[src/rtl/tgpio_stamp.sv]
module tgpio_stamp #(
  parameter int TW   = 64,
  parameter int CW   = 32,
  parameter int QUAL = 2,
  parameter int PW   = 2
) (
  input  logic          clk,
  input  logic          rst_n,
  input  logic          reg_wr,
  input  logic          reg_rd,
  input  logic [2:0]    reg_addr,
  input  logic [TW-1:0] reg_wdata,
  output logic [TW-1:0] reg_rdata,
  input  logic          pin_in,
  output logic          pin_out,
  output logic          pin_oe
);
  localparam int QW  = $clog2(QUAL + 1);
  localparam int PWW = $clog2(PW + 1);

  logic [TW-1:0]  timer, target, interval, capture, rmux;
  logic [CW-1:0]  evcnt, snap;
  logic           en, dir, per, armed;
  logic           s1, s2, held;
  logic [QW-1:0]  qcnt;
  logic [PWW-1:0] pcnt;

  wire wr_ctrl   = reg_wr && reg_addr == 3'd0;
  wire wr_target = reg_wr && reg_addr == 3'd1;
  wire wr_intv   = reg_wr && reg_addr == 3'd2;
  wire ctrl_off  = wr_ctrl && !(reg_wdata[0] && reg_wdata[1]);
  wire repeat_on = per && interval != '0;

  wire qual_hit = s2 && !held && qcnt == QW'(QUAL - 1);
  wire in_ev    = en && !dir && qual_hit;
  wire out_ev   = en && dir && armed && timer == target;
  wire any_ev   = in_ev || out_ev;

  assign pin_oe  = en && dir;
  assign pin_out = pcnt != '0;

  always_ff @(posedge clk) begin
    if (!rst_n) begin
      timer <= '0;
      s1 <= 1'b0; s2 <= 1'b0; held <= 1'b0; qcnt <= '0;
    end else begin
      timer <= timer + TW'(1);
      s1 <= pin_in;
      s2 <= s1;
      if (!s2) begin
        qcnt <= '0;
        held <= 1'b0;
      end else if (!held) begin
        if (qcnt == QW'(QUAL - 1)) held <= 1'b1;
        else qcnt <= qcnt + QW'(1);
      end
    end
  end

  always_ff @(posedge clk) begin
    if (!rst_n) begin
      {per, dir, en} <= '0;
      target <= '0; interval <= '0; armed <= 1'b0; pcnt <= '0;
    end else begin
      if (wr_ctrl) {per, dir, en} <= reg_wdata[2:0];
      if (wr_intv) interval <= reg_wdata;
      if (wr_target) target <= reg_wdata;
      else if (out_ev && repeat_on) target <= target + interval;
      if (ctrl_off) armed <= 1'b0;
      else if (wr_target) armed <= 1'b1;
      else if (out_ev && !repeat_on) armed <= 1'b0;
      if (ctrl_off) pcnt <= '0;
      else if (out_ev) pcnt <= PWW'(PW);
      else if (pcnt != '0) pcnt <= pcnt - PWW'(1);
    end
  end

  always_comb begin
    case (reg_addr)
      3'd0:    rmux = TW'({per, dir, en});
      3'd1:    rmux = target;
      3'd2:    rmux = interval;
      3'd3:    rmux = capture;
      3'd4:    rmux = TW'(snap);
      3'd5:    rmux = timer;
      default: rmux = '0;
    endcase
  end

  always_ff @(posedge clk) begin
    if (!rst_n) begin
      capture <= '0; evcnt <= '0; snap <= '0; reg_rdata <= '0;
    end else begin
      if (any_ev) begin
        capture <= timer;
        evcnt   <= evcnt + CW'(1);
      end
      if (reg_rd) reg_rdata <= rmux;
      if (reg_rd && reg_addr == 3'd3) snap <= evcnt;
    end
  end

  a_r1_timer_step: assert property (@(posedge clk) disable iff (!rst_n)
    1'b1 |=> timer == $past(timer) + TW'(1));
  a_r3_qualified_input: assert property (@(posedge clk) disable iff (!rst_n)
    in_ev |-> s2 && $past(s2));
  a_r6_capture_at_match: assert property (@(posedge clk) disable iff (!rst_n)
    out_ev |=> capture == $past(timer));
  a_r9_count_by_one: assert property (@(posedge clk) disable iff (!rst_n)
    evcnt != $past(evcnt) |-> evcnt == $past(evcnt) + CW'(1));
  a_r10_drive_needs_oe: assert property (@(posedge clk) disable iff (!rst_n)
    pin_out |-> pin_oe);
  generate
    if (PW >= 2) begin : g_pw
      a_r6_pulse_held: assert property (@(posedge clk) disable iff (!rst_n)
        $rose(pin_out) |=> pin_out || !pin_oe);
    end
  endgenerate
endmodule

[config.mk]
export PLATFORM = sky130hd
export DESIGN_NAME = tgpio_stamp
export DESIGN_NICKNAME = d
export VERILOG_FILES = /design/src/rtl/tgpio_stamp.sv
export SDC_FILE = /design/constraint.sdc
export NUM_CORES = 1
export LEC_CHECK = 0
export ABC_AREA = 1
export BUFFER_PORTS_ARGS = -buffer_cell sky130_fd_sc_hd__buf_2
export CAP_MARGIN = 0
export CORE_ASPECT_RATIO = 0.6
export CORE_MARGIN = 4
export CORE_UTILIZATION = 50
export CTS_CLUSTER_SIZE = 25
export DETAILED_ROUTE_END_ITERATION = 8
export HOLD_SLACK_MARGIN = 0.06
export PLACE_DENSITY = 0.67
export RECOVER_POWER = 50
export SETUP_SLACK_MARGIN = 0.5
export SYNTH_ARGS = -nofsm -noshare
export SYNTH_HDL_FRONTEND = slang
export SYNTH_SLANG_ARGS = --single-unit
[constraint.sdc]
create_clock -name clk -period 5.6 [get_ports clk]
set_input_delay 0.56 -clock clk [delete_from_list [all_inputs] [get_ports clk]]
set_output_delay 0.56 -clock clk [all_outputs]
set_load 0.01 [all_outputs]
==> reports/results.ini <==
[outcome]
outcome = finished, violations left
violations = capacitance limit, slew limit

[yosys]
synth_edf_count = 0
synth_top_area_cell = dfxtp_1
synth-main-ff-cell = dfxtp_1
synth_area_leaders = dfxtp_1, nand2_1, inv_1
synthArstFlopShare_pct = 0
ys_seq_area_share_pct = 31.7
syn_area_um2 = 25000
synth_seq_cells = 395
syn_nets = 4276
yosysWarnings = 0
synth_cell_type_count = 46
synth_top_area_share_pct = 31.7
synth_cells = 4137
postSynthAreaPerCell_um2 = 6.03

[cts]
clk_path_buf_depth = 3
clock-sinks = 395
cts_tree = built
postCtsResizedCells = 0
path_clk_slew_ps = 60
numCtsBuffers = 41
hold_buffers = 0
post_cts_buffers = 0
root_buffer = clkbuf_16
insertion_delay_ps = 570
h-tree-depth = 2

[sta]
finalMaxSlewViolations = 217
finClkSkew_ps = 27.2
clock.fmax_mhz = 234
post-route-period-util_pct = 76.2
setup_viol_count_final = 0
slew-limit-headroom_pct = -73.0
finalSetupTns_ps = 0
final.min_clock_period_ps = 4270
fin_hold_ws_ps = 195
worstMarginPinSlew_ps = 2600
hold_viol = 0
rsz0062_at_grt = no

[drt]
vias = 27400
drt-total-wl_um = 102000
ant_nets = 0
wl_per_cell_um = 20.9
dr.pass1.iters = 7
route.detailed.drc = 0
dr.first_iter.drc_count = 3957
viasPerCell = 5.63

[run]
maxCapViolations = 3

[grt]
antenna_found_initial = 1
grt_pass1_vias = 23800
grt_pass1_wl_um = 151000
grt_usage_pct = 37.0
grt_max_degree = 130
grt_overflow = 0

[die]
die_y_um = 181
num_rows = 63
ios = 138
start_util_pct = 50.6
fp.dieW_um = 296
core_region_area_um2 = 49300
die_area_um2 = 53700

[placement]
io_buffers = 137
hpwl_um = 78600
routabilityCongestion = 1.03

[pwr]
pwr-share-clk_pct = 47.3
p_int_mw = 4.74
swShare_pct = 25.9
combPwrFrac_pct = 7.4
seqPwrFrac_pct = 45.3
peakVddDrop_v = 0.000258
p_sw_mw = 1.65
power_density_nw_per_um2 = 233
p_leak_nw = 12.0

[final_layout]
fillers = 5150
drive_gt1_share_pct = 5.61
layout.nets = 4333
area_growth_pct = 9.68
diodes = 0

[setup_path]
critPathLaunchType = primary input
crit_type = primary input to register
endpoint_kind = register
crit_fanout = 80
required_ps = 6100
cp.arrival_ps = 4770

[hold_path]
hp-class = primary input to register

-- synth_stat cells (5+ instances only) --
master	count
nor3_1	77
inv_1	587
o22ai_1	48
o21ai_1	39
nor3_2	11
xor2_1	31
buf_1	7
a21oi_1	370
nand3b_1	24
buf_2	14
dfxtp_1	395
o221ai_1	9
o21ai_0	268
o31ai_1	12
nor2_1	370
inv_2	33
nor4_1	11
buf_4	11
or2_2	8
nor2_2	6
xnor2_1	34
and3_1	6
o211ai_1	13
o21a_1	5
ha_1	66
a22oi_1	9
nor3b_1	7
clkbuf_1	111
nand4_1	54
nand2_1	1310
nand3_1	161
-- area by class of cell --
| class | count | area [µm²] | area share, % |
|---|---|---|---|
| multi-input combinational | 2973 | 14100 | 51.4 |
| sequential | 395 | 7910 | 28.9 |
| inverter | 622 | 2340 | 8.55 |
| clock buffer | 53 | 1130 | 4.13 |
| tap | 650 | 813 | 2.97 |
| timing repair buffer | 161 | 777 | 2.84 |
| clock inverter | 22 | 324 | 1.18 |
-- sequential cells by signal (all words and copies together) (netlist names) --
name	cells
qcnt	2
target	64
capture	64
interval	64
timer	64
per	1
dir	1
snap	32
evcnt	32
s2	1
reg_rdata	64
en	1
s1	1
held	1
pcnt	2
armed	1
-- worst max-delay path, cell delays in order --
cell      delay (ps)
clkbuf_1        1790
clkbuf_2        1460
o21ai_0          340
o21bai_1         320
nor2_1           100
and3_1           140
-- cell usage in the layout, fill, tap and decap left out, types with 41 or more instances in the layout --
master	Yosys	final
nor3_1	77	78
buf_2	14	70
ha_1	66	66
clkbuf_16	0	41
nand3_1	161	161
a21oi_1	370	370
inv_1	587	586
o22ai_1	48	48
nand2_1	1310	1308
dfxtp_1	395	395
clkbuf_1	111	73
nor2_1	370	370
nand4_1	54	54
o21ai_0	268	276
-- kinds of logic after synthesis --
logic type	synth area share [%]
flip-flops	31.7
XOR/XNOR	2.28
AND/OR/NAND/NOR	34.3
buffers and inverters	11.9
adder cells (fa/ha/maj)	3.39
AO/OA/AOI/OAI	16.5
-- power groups by stage --
stage	clock network, mW	registers, mW	logic (mW)
2_1_floorplan	0	2.93	0.263
6_report	3.02	2.89	0.475
4_1_cts	3.03	2.89	0.453
3_3_place_gp	0	2.95	0.451
3_5_place_dp	0	2.95	0.449
5_1_grt	3.15	2.89	0.504
-- routing by layer --
metal,global-route usage (%),vias to the layer above,share of wire (%)
met4,6.80,4,1.9
met1,58.0,12400,46
met3,18.7,126,18
met5,1.81,-,0.14
met2,43.3,1629,34
li1,-,13300,-
-- through the flow --
stage          cell area (µm²)  instances  total power [mW]  worst slack [ps]  utilization [%]
6_report                 27400       4876              6.39              1330             55.5
5_1_grt                  27400       4876              6.55              1050             55.5
4_1_cts                  27500       4876              6.37              2410             55.7
3_5_place_dp             26000       4801              3.40              1950             52.7
3_3_place_gp             26000       4801              3.40              2000             52.7
2_1_floorplan            25000       4137              3.19              3500                -
-- path summary, 6_finish.rpt --
path,startpoint,to,slack [ps],depth (start not counted)
max,rst_n,pcnt[0],1330,6
min reg2reg,s1,s2,420,2
min,pin_in,s1,190,3
max reg2reg,target[45],evcnt[11],2130,12
Power figures use the tool's default switching activity.
